File: config.mk
export PLATFORM = sky130hd
export DESIGN_NAME = vbi_line_gate
export DESIGN_NICKNAME = d
export VERILOG_FILES = /design/src/rtl/vbi_gate_pkg.sv /design/src/rtl/vbi_window_match.sv /design/src/rtl/vbi_enable_select.sv /design/src/rtl/vbi_line_gate.sv
export SDC_FILE = /design/constraint.sdc
export NUM_CORES = 1
export LEC_CHECK = 0
export BUFFER_PORTS_ARGS = -buffer_cell sky130_fd_sc_hd__buf_2
export CAP_MARGIN = 15
export CORE_AREA = 8 8 45 47
export CTS_BUF_LIST = sky130_fd_sc_hd__clkbuf_4 sky130_fd_sc_hd__clkbuf_8
export CTS_CLUSTER_DIAMETER = 30
export DETAILED_ROUTE_END_ITERATION = 8
export DIE_AREA = 0 0 53 55
export GPL_TIMING_DRIVEN = 0
export PLACE_DENSITY_LB_ADDON = 0.3
export SYNTH_ARGS = -nofsm -noshare
export SYNTH_HDL_FRONTEND = slang
export SYNTH_HIERARCHICAL = 1
export SYNTH_SLANG_ARGS = --single-unit
File: constraint.sdc
create_clock -name clk -period 2.6 [get_ports clk]
set_input_delay 0.52 -clock clk [delete_from_list [all_inputs] [get_ports clk]]
set_output_delay 0.52 -clock clk [all_outputs]
set_load 0.02 [all_outputs]
File: src/rtl/vbi_gate_pkg.sv
package vbi_gate_pkg;

    typedef enum logic [1:0] {
        STD_NTSC = 2'd0,
        STD_PAL  = 2'd1,
        STD_P525 = 2'd2,
        STD_P625 = 2'd3
    } vid_std_e;

    typedef enum logic [1:0] {
        ST_VBI_BLANK = 2'd0,
        ST_VBI_PASS  = 2'd1,
        ST_ACTIVE    = 2'd2
    } line_st_e;

    localparam int NUM_STD = 4;

endpackage

File: src/rtl/vbi_window_match.sv
module vbi_window_match
    import vbi_gate_pkg::*;
#(
    parameter int LINE_W  = 11,
    parameter int NTSC_LO = 10,
    parameter int NTSC_HI = 20,
    parameter int PAL_LO  = 7,
    parameter int PAL_HI  = 22,
    parameter int P525_LO = 13,
    parameter int P525_HI = 42,
    parameter int P625_LO = 6,
    parameter int P625_HI = 43
) (
    input  logic [LINE_W-1:0] line_num,
    input  logic [1:0]        vid_std,
    output logic              in_window
);

    localparam int LO_TAB [NUM_STD] = '{NTSC_LO, PAL_LO, P525_LO, P625_LO};
    localparam int HI_TAB [NUM_STD] = '{NTSC_HI, PAL_HI, P525_HI, P625_HI};

    logic [NUM_STD-1:0] hit;

    for (genvar g = 0; g < NUM_STD; g++) begin : g_std
        localparam logic [LINE_W-1:0] LO_V = LINE_W'(LO_TAB[g]);
        localparam logic [LINE_W-1:0] HI_V = LINE_W'(HI_TAB[g]);
        assign hit[g] = (line_num >= LO_V) && (line_num <= HI_V);
    end

    assign in_window = hit[vid_std];

endmodule

File: src/rtl/vbi_enable_select.sv
module vbi_enable_select
    import vbi_gate_pkg::*;
(
    input  logic [1:0] vid_std,
    input  logic       sd_vbi_en,
    input  logic       hd_vbi_en,
    output logic       vbi_en
);

    always_comb begin
        unique case (vid_std_e'(vid_std))
            STD_NTSC, STD_PAL:  vbi_en = sd_vbi_en;
            STD_P525, STD_P625: vbi_en = hd_vbi_en;
        endcase
    end

endmodule

File: src/rtl/vbi_line_gate.sv
module vbi_line_gate
    import vbi_gate_pkg::*;
#(
    parameter int LINE_W  = 11,
    parameter int NTSC_LO = 10,
    parameter int NTSC_HI = 20,
    parameter int PAL_LO  = 7,
    parameter int PAL_HI  = 22,
    parameter int P525_LO = 13,
    parameter int P525_HI = 42,
    parameter int P625_LO = 6,
    parameter int P625_HI = 43
) (
    input  logic              clk,
    input  logic              rst_n,
    input  logic [LINE_W-1:0] line_num,
    input  logic [1:0]        vid_std,
    input  logic              sd_vbi_en,
    input  logic              hd_vbi_en,
    input  logic              slave_mode0,
    input  logic              blank_in,
    output logic              line_pass,
    output logic              blank_out
);

    logic      in_window;
    logic      vbi_en;
    line_st_e  state_q, state_d;
    logic      ovr_q;

    vbi_window_match #(
        .LINE_W (LINE_W),
        .NTSC_LO(NTSC_LO), .NTSC_HI(NTSC_HI),
        .PAL_LO (PAL_LO),  .PAL_HI (PAL_HI),
        .P525_LO(P525_LO), .P525_HI(P525_HI),
        .P625_LO(P625_LO), .P625_HI(P625_HI)
    ) u_win (
        .line_num (line_num),
        .vid_std  (vid_std),
        .in_window(in_window)
    );

    vbi_enable_select u_en (
        .vid_std  (vid_std),
        .sd_vbi_en(sd_vbi_en),
        .hd_vbi_en(hd_vbi_en),
        .vbi_en   (vbi_en)
    );

    // Next-state choice: every state may reach every other in one step.
    always_comb begin
        if (!blank_in) begin
            state_d = ST_ACTIVE;
        end else if (vbi_en && in_window) begin
            state_d = ST_VBI_PASS;
        end else begin
            state_d = ST_VBI_BLANK;
        end
    end

    // State register; reset lands in the safe, fully blanked state.
    always_ff @(posedge clk or negedge rst_n) begin
        if (!rst_n) begin
            state_q <= ST_VBI_BLANK;
            ovr_q   <= 1'b0;
        end else begin
            state_q <= state_d;
            ovr_q   <= slave_mode0 && vbi_en;
        end
    end

    // Outputs decoded from the registered classification.
    always_comb begin
        unique case (state_q)
            ST_ACTIVE: begin
                line_pass = 1'b1;
                blank_out = 1'b0;
            end
            ST_VBI_PASS: begin
                line_pass = 1'b1;
                blank_out = !ovr_q;
            end
            ST_VBI_BLANK: begin
                line_pass = 1'b0;
                blank_out = 1'b1;
            end
            default: begin
                line_pass = 1'b0;
                blank_out = 1'b1;
            end
        endcase
    end

endmodule

# --- After elaboration in Yosys (flattened, before gate mapping) ---
# Index checks and enable logic that the tools add are counted.
totals:
  register_bits: 3
  in_bits: 19
  out_inout_bits: 2
  elab_cells: 34
classes:
  n_lt_le_gt_ge: 9
  n_eq_ne: 5
  muxes: 7
  n_reduce_logical: 11
op_table:
  columns: ["op", "count"]
  rows:
  - [">= comparator 11 x 3 -> 1 bit, second input constant", 2]
  - [">= comparator 11 x 4 -> 1 bit, second input constant", 2]
  - ["<= comparator 11 x 5 -> 1 bit, second input constant", 2]
  - ["<= comparator 11 x 6 -> 1 bit, second input constant", 2]
  - ["== test 2 bit, second input constant", 3]
  - ["logical AND 1 bit", 6]
  - ["OR reduction 2 bit", 3]
  - ["== test 2 x 1 -> 1 bit, second input constant", 2]
  - ["one-hot mux 1 bit (2 select lines)", 2]
  - ["less-than comparator 2 x 3 -> 1 bit, second input constant", 1]
  - ["two-way mux 1 bit", 3]
  - ["binary-select mux 1 bit (select 2 bit)", 1]
  - ["zero test 2 bit", 1]
  - ["two-way mux 2 bit", 1]
  - ["zero test 1 bit", 1]

# --- Depth between registers and ports, before layout ---
logic_depth:
  depth_word: 7
  mapped_depth: 6
  depth_no_buf: 6

# --- Cells and area by module ---
# Netlist, hierarchy kept.
by_module_without_submodules:
  columns: ["module", "instances", "cells_each", "area_each_um2", "seq_area_each_um2"]
  rows:
  - ["vbi_window_match", 1, 25, 157.7, 0.0]
  - ["vbi_line_gate", 1, 12, 137.6, 75.1]
  - ["vbi_enable_select", 1, 1, 15.0, 0.0]

# --- Worst setup path after synthesis ---
# No wires, ideal clock.
synth_path:
  path_type: "input to register"
  startpoint: "in line_num[9]"
  endpoint: "reg state_q[0]"
  setup_ns: 0.066
  arrival_time_ns: 1.697
  required_time_ns: 2.534
  setup_slack_ns: 0.837
  path_stages: 4
  path_buffers: 0
  path_cell_list: "or4_4 > or4_1 > o2bb2ai_1 > and3_1"
synth_between:
  elab_chain_len: 7
  elab_cells_between_ends: 17
  cone_classes: "order compare: 8; mux: 4; reduce/logical: 5"
synth_rtl:
  columns: ["element", "line_no", "text"]
  rows:
  - ["start: declaration", "vbi_line_gate.sv:16", "input logic [LINE_W-1:0] line_num,"]
  - [">= comparator 11 x 4 -> 1 bit, or another cell as far along", "vbi_window_match.sv:27", "assign hit[g] = (line_num >= LO_V) && (line_num <= HI_V);"]
  - ["logical AND 1 bit", "vbi_window_match.sv:27", null]
  - ["binary-select mux 1 bit (select 2 bit) (*)", "vbi_window_match.sv:30", "assign in_window = hit[vid_std];"]
  - ["two-way mux 1 bit (not written as such) (*)", "vbi_window_match.sv:30", null]
  - ["named net in_window", "vbi_line_gate.sv:26", "logic in_window;"]
  - ["logical AND 1 bit (*)", "vbi_line_gate.sv:54", "end else if (vbi_en && in_window) begin"]
  - ["two-way mux 1 bit (*)", "vbi_line_gate.sv:54", null]
  - ["two-way mux 2 bit (*)", "vbi_line_gate.sv:52", "if (!blank_in) begin"]
  - ["named net state_d[0]", "vbi_line_gate.sv:28", "line_st_e state_q, state_d;"]
  - ["end signal: assignment", "vbi_line_gate.sv:67", "state_q <= state_d;"]
  - ["end: declaration", "vbi_line_gate.sv:28", null]
# The timed path passes the listed nets; every way through them passes the cells marked *. The select of a mux whose other input is x is not followed.

# --- Final worst setup path ---
# Same ends and word-level chain as after synthesis.

==> results by group <==
GRT
  • First-pass GRT wire length: 1380 um
  • Initial antenna violation count: 0
  • GRT Overall Usage: 6.01%
  • Pin count of the biggest net entering global routing: 8
  • Vias in the first global route: 360
  • GR Overflow Total: 0

Place
  • Number of cells after detailed placement: 74
  • Post-detail-place hpwl: ~700 um
  • Global placer's final weighted congestion: slightly above 0.7
  • I/O Buffers: 20
  • Dpl ws: slightly below 700 ps
  • Post-place instance area: approximately 430 sq um

Logic synthesis
  • Synth async-reset ratio: 100%
  • Avg Cell Area, Syn: around 8.2 sq um
  • Ys Warns: 6
  • Primary FF master, synth: dfrtp_1
  • Sequential area share after synthesis: 24.2%
  • Post-Syn Nets: 59
  • Syn Std Cell Area: 310 sq um
  • Post-synth EDFFs: 0
  • Post-Syn Instances: 38
  • Post-synth cell types: 21
  • FF+latch count, synth: 3

Timing
  • Hold_ws: between 70 and 80 ps
  • Fin crit period: around 1700 ps
  • Setup_tns: 0 ps
  • Slew of the pin with the lowest slew margin: about 440 ps
  • Period utilisation layout: roughly two thirds
  • Final Setup Violations: 0
  • F_max: 593 MHz
  • Max Transition Viols Final: 0
  • RSZ-0062 raised after global routing: no
  • Final hold violation count: 0
  • Slew HR: 69.7%
  • Setup ws final: around 900 ps

Floorplan
  • Boundary Pins: 21
  • Initial Util: 22.4%
  • Core ar.: approximately 1400 sq um
  • DIE WIDTH: 53 um
  • DIE HEIGHT: 55 um
  • Row count: 14
  • Die ar.: approximately 3000 sq um

Final layout
  • Antenna cells: 0
  • Final core occ: between 30% and 40%
  • Share of cells above drive strength 1: 41.9%
  • Fillers: 160
  • Multi-input logic area: between 200 and 250 sq um
  • Final net count: between 80 and 90
  • Final Non-Filler Cells: 78
  • Commonest non-fill, non-tap cell in the layout: buf_2
  • Area grow syn2layout: 48.4%
  • Design area: 460 sq um
  • FF/Latch Area: about 75 sq um
  • Most frequent cells in the layout: buf_2 (20), inv_1 (5), o21ai_0 (5)

Worst setup path
  • Worst setup path start: line_num[9]
  • CP Class: in -> reg
  • WP data required: 2760 ps
  • Crit. End Element: register
  • WP data arrival: about 1900 ps
  • Worst-path maximum fanout: 3
  • CP startpoint kind: input port

CTS
  • Cts repair resizes: 0
  • Hold buffers post-CTS: 0
  • Clock Sinks: 3
  • CTS tree: built
  • CTS buffer count: 3
  • CTS root buf: clkbuf_4
  • Setup bufs post-CTS: 0
  • H-Tree Depth: 1
  • Clk buf depth: 2
  • Reg clk slew, reported paths: 40 ps

Routing
  • First-pass DRT Iterations: 4
  • Initial drt markers: 6
  • DRT antenna net count: 0
  • Post-Route WL: 829 um
  • Remaining DRCs: 0
  • WL per Instance: 10.6 um
  • Via density: 4.91
  • Via Count: 383

Power
  • Combinational Power Share: 23.3%
  • Leak: between 0.2 and 0.25 nW
  • Reg power frac: 27.4%
  • Peak supply drop: 119 uV
  • Switch Pwr: approximately 0.044 mW
  • Pwr Total: 0.181 mW
  • P per Cell Area: 393 nW/um^2
  • Clock power share: about 49%
  • Pint: 0.137 mW
  • Sw Ratio: 24.4%

Hold path
  • Hold WC Path Type: in -> async

Run
  • Max Cap Viol: 0

Outcome
  • Status: finished clean
[layer usage]
layer | track usage (%) | share of wire (%) | wire length [um]
met1 | 6.69 | 42 | 346
met4 | 2.59 | 0 | 0
met3 | 1.87 | 8.6 | 71
met2 | 10.4 | 49 | 410
met5 | 0 | 0 | 0
[critical path: stages]
cell and delay [ps]:
buf_2 90, or4_4 530, or4_1 410, o2bb2ai_1 150, and3_1 150
[layout make-up]
type | instances | area share (%)
timing repair buffer | 20 | 21.7
inverter | 5 | 4.08
clock buffer | 4 | 6.52
sequential | 3 | 16.3
multi-input combinational | 30 | 47.0
tap | 16 | 4.35
[sequential cells by signal, indices dropped and copies added (netlist names)]
| signal | flops |
|---|---|
| ovr_q | 1 |
| state_q | 2 |
[cell families after synthesis]
family | count (synthesis) | share of synthesized area (%)
buffers and inverters | 5 | 6.05
adders and majority gates | 2 | 8.06
and+or+nand+nor | 11 | 23.0
muxes | 2 | 8.06
DFF | 3 | 24.2
AOI/OAI and AO/OA | 15 | 30.6
[synthesized netlist by cell type (2+ instances only)]
| cell | count | area, sq um |
|---|---|---|
| inv_1 | 5 | 18.8 |
| o21ai_0 | 5 | 25.0 |
| a21oi_1 | 4 | 20.0 |
| dfrtp_1 | 3 | 75.1 |
| and3_1 | 2 | 12.5 |
| ha_1 | 2 | 25.0 |
| nor2_1 | 2 | 7.51 |
| o2bb2ai_1 | 2 | 17.5 |
[worst paths after layout]
check | to | slack (ps) | cells past startpoint
worst max-delay path | state_q[0]$_DFF_PN0_ | 910 | 5
min in group clk | state_q[1]$_DFF_PN0_ | 440 | 2
worst min-delay path | ovr_q$_DFF_PN0_ | 80 | 1
max in group asynchronous | state_q[0]$_DFF_PN0_ | 2420 | 1
[power by group through the flow]
stage / Combinational, mW / Clock, mW / Sequential, mW
floorplan: 0.0172 / 0 / 0.0499
global placement: 0.0418 / 0 / 0.0501
detailed placement: 0.0420 / 0 / 0.0502
CTS: 0.0421 / 0.0940 / 0.0496
global route: 0.0483 / 0.0987 / 0.0496
finish: 0.0422 / 0.0892 / 0.0495
No activity file was read; power rests on OpenSTA's default activity.
